===== config.mk =====
export PLATFORM = sky130hd
export DESIGN_NAME = mux_fetch_seq
export DESIGN_NICKNAME = d
export VERILOG_FILES = /design/src/rtl/mux_fetch_pkg.sv /design/src/rtl/fetch_seq_ctrl.sv /design/src/rtl/fetch_bus_drive.sv /design/src/rtl/fetch_capture.sv /design/src/rtl/mux_fetch_seq.sv
export SDC_FILE = /design/constraint.sdc
export NUM_CORES = 1
export LEC_CHECK = 0
export CORE_UTILIZATION = 35
export CTS_BUF_LIST = sky130_fd_sc_hd__clkbuf_16
export DETAILED_ROUTE_END_ITERATION = 8
export PLACE_DENSITY = 0.66
export SETUP_SLACK_MARGIN = 0.05
export SYNTH_ARGS = -nofsm -noshare
export SYNTH_HDL_FRONTEND = slang
export SYNTH_SLANG_ARGS = --single-unit

===== constraint.sdc =====
create_clock -name clk -period 1.7 [get_ports clk]
set_clock_uncertainty 0.2 [all_clocks]
set_input_delay 0.34 -clock clk [delete_from_list [all_inputs] [get_ports clk]]
set_output_delay 0.34 -clock clk [all_outputs]
set_load 0.005 [all_outputs]

===== src/rtl/mux_fetch_pkg.sv =====
package mux_fetch_pkg;

  typedef enum logic [1:0] {
    PH_IDLE = 2'd0,
    PH_ALE  = 2'd1,
    PH_HOLD = 2'd2,
    PH_STRB = 2'd3
  } fetch_phase_t;

endpackage


===== src/rtl/fetch_seq_ctrl.sv =====
module fetch_seq_ctrl
  import mux_fetch_pkg::*;
#(
  parameter int ALE_CYC  = 2,
  parameter int PSEN_CYC = 3,
  parameter int CNT_W    = 2
) (
  input  logic             clk,
  input  logic             rst,
  input  logic             req,
  output logic             accept,
  output logic             strb_end,
  output fetch_phase_t     ph_nxt,
  output logic [CNT_W-1:0] cnt_nxt
);

  localparam logic [CNT_W-1:0] ALE_LAST  = CNT_W'(ALE_CYC - 1);
  localparam logic [CNT_W-1:0] PSEN_LAST = CNT_W'(PSEN_CYC - 1);

  fetch_phase_t     ph_q;
  logic [CNT_W-1:0] cnt_q;

  always_comb begin
    strb_end = (ph_q == PH_STRB) && (cnt_q == PSEN_LAST);
    accept   = req && ((ph_q == PH_IDLE) || strb_end);
  end

  always_comb begin
    ph_nxt  = ph_q;
    cnt_nxt = cnt_q;
    if (accept) begin
      ph_nxt  = PH_ALE;
      cnt_nxt = '0;
    end else begin
      unique case (ph_q)
        PH_IDLE: begin
          ph_nxt  = PH_IDLE;
          cnt_nxt = '0;
        end
        PH_ALE: begin
          if (cnt_q == ALE_LAST) begin
            ph_nxt  = PH_HOLD;
            cnt_nxt = '0;
          end else begin
            cnt_nxt = cnt_q + 1'b1;
          end
        end
        PH_HOLD: begin
          ph_nxt  = PH_STRB;
          cnt_nxt = '0;
        end
        PH_STRB: begin
          if (cnt_q == PSEN_LAST) begin
            ph_nxt  = PH_IDLE;
            cnt_nxt = '0;
          end else begin
            cnt_nxt = cnt_q + 1'b1;
          end
        end
        default: begin
          ph_nxt  = PH_IDLE;
          cnt_nxt = '0;
        end
      endcase
    end
  end

  always_ff @(posedge clk) begin
    if (rst) begin
      ph_q  <= PH_IDLE;
      cnt_q <= '0;
    end else begin
      ph_q  <= ph_nxt;
      cnt_q <= cnt_nxt;
    end
  end

  AST_ACCEPT_NOT_MIDFETCH: assert property (@(posedge clk) disable iff (rst)
    (ph_q == PH_ALE || ph_q == PH_HOLD) |-> !accept);

endmodule


===== src/rtl/fetch_bus_drive.sv =====
module fetch_bus_drive
  import mux_fetch_pkg::*;
#(
  parameter int ADDR_W = 12,
  parameter int LO_W   = 8,
  parameter int CNT_W  = 2
) (
  input  logic                 clk,
  input  logic                 rst,
  input  logic                 accept,
  input  logic [ADDR_W-1:0]    addr,
  input  fetch_phase_t         ph_nxt,
  input  logic [CNT_W-1:0]     cnt_nxt,
  output logic                 ale,
  output logic                 psen_n,
  output logic                 p0_oe,
  output logic [LO_W-1:0]      p0_out,
  output logic [ADDR_W-LO_W-1:0] p2_out
);

  logic oe_d;

  always_comb begin
    oe_d = ((ph_nxt == PH_ALE) && (cnt_nxt != '0)) || (ph_nxt == PH_HOLD);
  end

  always_ff @(posedge clk) begin
    if (rst) begin
      ale    <= 1'b0;
      psen_n <= 1'b1;
      p0_oe  <= 1'b0;
    end else begin
      ale    <= (ph_nxt == PH_ALE);
      psen_n <= (ph_nxt != PH_STRB);
      p0_oe  <= oe_d;
    end
  end

  always_ff @(posedge clk) begin
    if (rst) begin
      p0_out <= '0;
      p2_out <= '0;
    end else if (accept) begin
      p0_out <= addr[LO_W-1:0];
      p2_out <= addr[ADDR_W-1:LO_W];
    end
  end

  AST_ALE_MIN_WIDTH: assert property (@(posedge clk) disable iff (rst)
    $rose(ale) |=> ale);

  AST_ADDR_HOLD: assert property (@(posedge clk) disable iff (rst)
    $fell(ale) |-> p0_oe);

  AST_STROBE_GAP: assert property (@(posedge clk) disable iff (rst)
    $fell(psen_n) |-> (!ale && !$past(ale) && $past(ale, 2)));

  AST_PORT_FREE_ON_STROBE: assert property (@(posedge clk) disable iff (rst)
    !psen_n |-> !p0_oe);

  AST_HI_ADDR_STABLE: assert property (@(posedge clk) disable iff (rst)
    !psen_n |-> $stable(p2_out));

endmodule


===== src/rtl/fetch_capture.sv =====
module fetch_capture #(
  parameter int LO_W = 8
) (
  input  logic            clk,
  input  logic            rst,
  input  logic            strb_end,
  input  logic [LO_W-1:0] p0_in,
  output logic [LO_W-1:0] instr_out,
  output logic            fetch_done
);

  always_ff @(posedge clk) begin
    if (rst) begin
      instr_out  <= '0;
      fetch_done <= 1'b0;
    end else begin
      fetch_done <= strb_end;
      if (strb_end) begin
        instr_out <= p0_in;
      end
    end
  end

  AST_DONE_SINGLE: assert property (@(posedge clk) disable iff (rst)
    fetch_done |=> !fetch_done);

  AST_INSTR_HELD: assert property (@(posedge clk) disable iff (rst)
    !fetch_done |-> $stable(instr_out));

endmodule


===== src/rtl/mux_fetch_seq.sv =====
module mux_fetch_seq
  import mux_fetch_pkg::*;
#(
  parameter int ADDR_W   = 12,
  parameter int LO_W     = 8,
  parameter int ALE_CYC  = 2,
  parameter int PSEN_CYC = 3
) (
  input  logic                   clk,
  input  logic                   rst,
  input  logic                   fetch_req,
  input  logic [ADDR_W-1:0]      fetch_addr,
  input  logic [LO_W-1:0]        p0_in,
  output logic [LO_W-1:0]        p0_out,
  output logic                   p0_oe,
  output logic [ADDR_W-LO_W-1:0] p2_out,
  output logic                   ale,
  output logic                   psen_n,
  output logic [LO_W-1:0]        instr_out,
  output logic                   fetch_done
);

  localparam int MAX_CYC = (ALE_CYC > PSEN_CYC) ? ALE_CYC : PSEN_CYC;
  localparam int CNT_W   = $clog2(MAX_CYC + 1);

  logic             accept;
  logic             strb_end;
  fetch_phase_t     ph_nxt;
  logic [CNT_W-1:0] cnt_nxt;

  fetch_seq_ctrl #(
    .ALE_CYC (ALE_CYC),
    .PSEN_CYC(PSEN_CYC),
    .CNT_W   (CNT_W)
  ) u_ctrl (
    .clk     (clk),
    .rst     (rst),
    .req     (fetch_req),
    .accept  (accept),
    .strb_end(strb_end),
    .ph_nxt  (ph_nxt),
    .cnt_nxt (cnt_nxt)
  );

  fetch_bus_drive #(
    .ADDR_W(ADDR_W),
    .LO_W  (LO_W),
    .CNT_W (CNT_W)
  ) u_drive (
    .clk    (clk),
    .rst    (rst),
    .accept (accept),
    .addr   (fetch_addr),
    .ph_nxt (ph_nxt),
    .cnt_nxt(cnt_nxt),
    .ale    (ale),
    .psen_n (psen_n),
    .p0_oe  (p0_oe),
    .p0_out (p0_out),
    .p2_out (p2_out)
  );

  fetch_capture #(
    .LO_W(LO_W)
  ) u_cap (
    .clk       (clk),
    .rst       (rst),
    .strb_end  (strb_end),
    .p0_in     (p0_in),
    .instr_out (instr_out),
    .fetch_done(fetch_done)
  );

  AST_DONE_AT_STROBE_RISE: assert property (@(posedge clk) disable iff (rst)
    fetch_done |-> $rose(psen_n));

  AST_STROBE_RISE_GIVES_DONE: assert property (@(posedge clk) disable iff (rst)
    $rose(psen_n) |-> fetch_done);

endmodule


==> out/results.ini, run 1 <==
[global_routing]
antenna_found_initial=0
grt_pass1_vias=1111
grt_usage_pct=16.7
grt_max_degree=16
grt_pass1_wl_um=4710
grt_overflow=0

[finish]
final_cells=237
antenna_cells=0
drive_gt1_share_pct=14.1
fillCellCount=314
final_nets=215
design_area_um2=1850
area_growth_pct=52.7

[sta]
rsz0062_at_grt=no
fmax_mhz=618
timing.final.crit_share_pct=95.2
tightest_slew_ns=0.517
timing.final.hold_violations=0
setup_ws_ns=0.0818
maxSlewHeadroom_pct=65.5
fin_setup_tns_ns=0
min_period_ns=1.62
finalHoldWorstSlack_ns=0.255
setup_viol=0
slew_viol_final=0

[detailed_routing]
firstDrtPassIters=5
via_per_inst=5.19
met2_length_um=1560
initialDrtViolationCount=67
wl_um=3180
post_drt_wl_per_cell_um=13.4
wl_met3_um=196
maxUsedRoutingLayer=met3
vias=1231
ant_nets=0
drc_errors=0
wirelength_met1_um=1430

[floorplan]
fp.dieW_um=60.9
die_y_um=60.9
design.core.area_um2=3340
num_rows=21
ios=47
start_util_pct=36.3
die_area_um2=3700

[setup_path]
cpMaxStageDelayCell=clkdlybuf4s50_1
crit_required_ns=1.16
path_cells=clkdlybuf4s50_1
worst_setup_path_end_kind=output pin
crit_type=reg -> out
cp.arrival_ns=1.08
crit_family=buffers and inverters
crit_buf_inv=1
cp-start-kind=flip-flop
worst_path_largest_cell_delay_ns=0.50
critPathMaxFanout=2

[place]
gp_congestion=0.794
placed_cells=232
io_buffers=46
dp_slack_ns=-0.107
dp_hpwl_um=2210
placed_area_um2=1690

[synth]
yosysUniqueCellTypes=26
syn_avg_cell_area_um2=8.25
syn_area_um2=1210
synth_seq_cells=28
ys_seq_area_share_pct=46.2
synth_warnings=0
syn-instance-count=147
postSynthNetCount=170

[pwr]
p_leak_nw=0.855
power_per_cell_area_nw_per_um2=787
ir_drop_mv=0.326

[clock_tree]
ctsHoldBuffers=0
cts_made_buffers=3
clkSlewWorstSetupHoldPaths_ns=0.07
numClockSinks=28
clk_path_buf_depth=2
cts_tree=yes
root_buffer=clkbuf_16
htreeDepth=1
clk_latency_ns=0.26

[run]
max-cap-violations=0

[min_path]
hold_path_class=reg -> reg

[run_status]
outcome=completed

## layout make-up
| class | instances | area, um2 | share of cell area [%] |
|---|---|---|---|
| multi-input combinational | 103 | 573 | 30.9 |
| clock inverter | 1 | 3.75 | 0.203 |
| timing repair buffer | 54 | 561 | 30.3 |
| inverter | 2 | 7.51 | 0.405 |
| sequential | 28 | 574 | 31.0 |
| tap | 46 | 57.6 | 3.11 |
| clock buffer | 3 | 75.1 | 4.05 |
## cells in the mapped netlist
cell type	count	share of area (%)
o21ai_0	1	0.41
buf_2	5	2.1
a22o_1	1	0.72
and2b_2	1	0.72
a31oi_1	12	6.2
clkbuf_1	4	1.2
nand2_1	46	14
nand2b_1	1	0.52
o22ai_1	1	0.52
a32oi_1	12	8.7
a211o_1	1	0.72
a211oi_1	3	1.9
and2_4	1	0.72
and4b_1	1	0.83
and3_1	1	0.52
nand3b_1	1	0.62
inv_1	2	0.62
nor2_1	5	1.5
a21oi_1	11	4.5
and3b_1	1	0.72
o21ai_2	1	0.72
dfxtp_1	28	46
buf_6	3	2.8
or2b_1	1	0.62
nor3_1	1	0.41
buf_4	2	1.2
## final timing paths
| check | slack (ns) | to | depth (start not counted) | start |
|---|---|---|---|---|
| worst max-delay path | 0.08 | instr_out[3] | 1 | u_cap.instr_out[3]$_SDFFE_PP0P_ |
| worst min-delay path | 0.25 | u_cap.instr_out[6]$_SDFFE_PP0P_ | 2 | u_cap.instr_out[6]$_SDFFE_PP0P_ |
| worst max register to register | 0.13 | u_drive.p2_out[3]$_SDFFE_PP0P_ | 5 | u_ctrl.cnt_q[0]$_SDFF_PP0_ |
| worst min register to register | 0.25 | u_cap.instr_out[6]$_SDFFE_PP0P_ | 2 | u_cap.instr_out[6]$_SDFFE_PP0P_ |
## logic make-up after synthesis
logic type | count (synthesis) | synth area share [%]
simple gates | 60 | 21.5
compound gates | 43 | 24.4
flops | 28 | 46.2
buf+inv | 16 | 7.95
## flip-flops by register name (all words and copies together), names as in the netlist
register / flops
u_cap.instr_out: 8
u_ctrl.cnt_q: 2
u_drive.ale: 1
u_ctrl.ph_q: 2
u_drive.p2_out: 4
u_drive.psen_n: 1
u_drive.p0_oe: 1
u_cap.fetch_done: 1
u_drive.p0_out: 8
## power breakdown
| group | switching (mW) | internal [mW] | leakage [nW] | total (mW) |
|---|---|---|---|---|
| clock network | 0.209 | 0.315 | 0.0385 | 0.523 |
| registers | 0.0277 | 0.688 | 0.233 | 0.716 |
| logic | 0.0914 | 0.126 | 0.584 | 0.218 |
| total | 0.328 | 1.13 | 0.855 | 1.46 |
## routing by layer
| layer | up-vias | GRT usage (%) |
|---|---|---|
| met1 | 569 | 20.3 |
| met3 | 0 | 3.41 |
| li1 | 609 | - |
| met2 | 53 | 30.6 |
| met5 | - | 0 |
| met4 | 0 | 2.92 |
## stage by stage
stage                     util, %  total power [mW]
after floorplan                 -             0.814
after detailed placement     50.8             0.936
after global routing         55.5              1.52
after CTS                    53.7              1.46
after global placement       50.8             0.929
final                        55.5              1.46
## repair_timing
item	4_1_cts	5_1_grt
setup endpoints to repair	24	25
gates resized for setup	17	15
setup buffers	0	1
pin swaps	0	1
## cells in the final DEF (no fill, tap or decap), drive strengths merged, types with 2 or more instances in the layout
cell	Yosys	routed
inv	2	2
clkdlybuf4s50	0	29
a31oi	12	12
a32oi	12	12
a211oi	3	3
nor2	5	5
dlymetal6s2s	0	13
nand2	46	46
dlygate4sd2	0	4
dfxtp	28	28
o21ai	2	2
a21oi	11	11
buf	10	8
clkbuf	4	3
No activity file was read; power rests on OpenSTA's default activity.
==> run 2: changes to the inputs <==
Settings changed: CAP_MARGIN from default to 15.
==> results of run 2 <==
Final layout, timing and power as in run 1 (identical DEF).
==> run 3: changes to the inputs <==
Settings changed: REMOVE_ABC_BUFFERS from default to 1, SKIP_CTS_REPAIR_TIMING from default to 1, SKIP_LAST_GASP from default to 1.
==> run 3 against run 2 <==
Effect of this change: global-route usage increased by 1.2 points; register-to-register slack improved by 0.02 ns; via count increased by 6.4%; worst setup slack got worse by 0.014 ns; critical path depth unchanged; sequential cell count unchanged; combinational power increased by 2%; first-iteration DRC count decreased by 15%; non-clock buffer count increased by 4; clock power increased by 3%; worst hold slack got worse by 0.0034 ns; critical path type unchanged.
==> out/results.ini, run 3 (synthesized netlist as in run 1, its figures left out) <==
[run_status]
outcome=completed

[clock_tree]
clkSlewWorstSetupHoldPaths_ns=0.07  ; about the same
cts_tree=yes
clk_latency_ns=0.26  ; about the same
root_buffer=clkbuf_16
htreeDepth=1  ; unchanged
clk_path_buf_depth=2  ; unchanged
numClockSinks=28  ; unchanged
cts_made_buffers=3  ; unchanged

[global_routing]
busiest_layer=met2
grt_pass1_wl_um=4940  ; +4.8%
met3_usage_pct=3.41  ; unchanged
grt_max_degree=16  ; unchanged
grt_usage_pct=17.9  ; +1.2 points
antenna_found_initial=0  ; unchanged
grt_use_met1_pct=21.6  ; +1.3 points
grt_pass1_vias=1163  ; +4.7%
met2_usage_pct=30.8  ; +0.16 points
grt_overflow=0  ; unchanged

[pwr]
combPwrFrac_pct=15.1  ; +0.2 points
p_leak_nw=0.996  ; +16%
ir_drop_mv=0.397  ; +22%
p_sw_share_pct=23.3  ; +0.84 points
total_power_mw=1.47  ; +1.2%
p_sw_mw=0.344  ; +5.0%
intPower_mw=1.13  ; +0.13%
power_per_cell_area_nw_per_um2=782  ; -0.59%
seqPwrFrac_pct=48.2  ; -0.9 points
clock_power_share_pct=36.7  ; +0.8 points

[place]
dp_hpwl_um=2260  ; +2.2%
dp_slack_ns=-0.0830  ; +0.0237 ns
io_buffers=46  ; unchanged
placed_area_um2=1720  ; +1.3%
placed_cells=235  ; +1.3%
gp_congestion=0.702  ; -12%

[sta]
finalHoldWorstSlack_ns=0.251  ; -0.00343 ns
fmax_mhz=613  ; -0.86%
setup_viol=0  ; unchanged
timing.final.crit_share_pct=96.0  ; +0.82 points
rsz0062_at_grt=no
tightest_slew_ns=0.500  ; -0.0179 ns
maxSlewHeadroom_pct=66.7  ; +1.2 points
setup_ws_ns=0.0678  ; -0.0140 ns
slew_viol_final=0  ; unchanged
min_period_ns=1.63  ; +0.0140 ns
timing.final.hold_violations=0  ; unchanged
fin_setup_tns_ns=0  ; unchanged

[floorplan]
die_y_um=60.9  ; unchanged
die_area_um2=3700  ; unchanged
num_rows=21  ; unchanged
start_util_pct=36.3  ; unchanged
ios=47  ; unchanged
design.core.area_um2=3340  ; unchanged
fp.dieW_um=60.9  ; unchanged

[finish]
reg_top3=u_cap.instr_out x8, u_drive.p0_out x8, u_drive.p2_out x4
area_growth_pct=55.5
final_nets=219  ; +1.9%
drive_gt1_share_pct=14.9  ; +0.74 points
fin_util_pct=56.5  ; +1.0 points
final_cells=241  ; +1.7%
most-common-layout-cells=nand2_1, clkdlybuf4s50_1, dlymetal6s2s_1, dfxtp_1
final_common_cell=nand2_1
design_area_um2=1890  ; +1.8%
antenna_cells=0  ; unchanged

[detailed_routing]
wl_um=3390  ; +6.7%
firstDrtPassIters=4  ; -1
drc_errors=0  ; unchanged
post_drt_wl_per_cell_um=14.1  ; +4.9%
via_per_inst=5.44  ; +4.7%
initialDrtViolationCount=57  ; -15%
vias=1310  ; +6.4%
ant_nets=0  ; unchanged

[setup_path]
crit_buf_inv=1  ; unchanged
critPathMaxFanout=2  ; unchanged
path_cells=clkdlybuf4s50_1
crit_type=reg -> out
cp.arrival_ns=1.09  ; about the same
crit_required_ns=1.16  ; about the same
worst_path_largest_cell_delay_ns=0.49  ; about the same
crit_family=buffers and inverters
worst_setup_path_end_kind=output pin
cp-start-kind=flip-flop
cpMaxStageDelayCell=clkdlybuf4s50_1

[run]
max-cap-violations=0  ; unchanged

[min_path]
hold_path_class=reg -> reg

[run 3: final timing paths]
kind	startpoint	to	slack [ns]	cells after the start
max	u_drive.p0_out[6]$_SDFFE_PP0P_	p0_out[6]	0.07	1
min	u_cap.instr_out[6]$_SDFFE_PP0P_	u_cap.instr_out[6]$_SDFFE_PP0P_	0.25	2
min reg2reg	u_cap.instr_out[6]$_SDFFE_PP0P_	u_cap.instr_out[6]$_SDFFE_PP0P_	0.25	2
max reg2reg	u_ctrl.ph_q[0]$_SDFF_PP0_	u_drive.p0_out[3]$_SDFFE_PP0P_	0.15	5
[run 3: area by class of cell]
cell class,count,area (um2)
fillers,313,1450
repair buffers,58,603
flip-flops and latches,28,573
multi-input cells,103,566
clock buffers,3,75.1
well taps,46,57.6
inverters,2,7.51
clock inverters,1,3.75
[run 3: routing by layer]
metal / share of wire [%] / vias up / wire [um]
met3: 8.7 / 7 / 295
met1: 41 / 611 / 1410
met2: 48 / 74 / 1620
met4: 2.1 / 0 / 70
li1: - / 618 / -
met5: 0 / - / 0
[run 3: power groups by stage]
stage	Sequential, mW	Clock [mW]	Combinational, mW
finish	0.710	0.541	0.223
global route	0.713	0.576	0.239
CTS	0.707	0.553	0.218
detailed placement	0.721	0	0.216
global placement	0.721	0	0.212
floorplan	0.724	0	0.0653
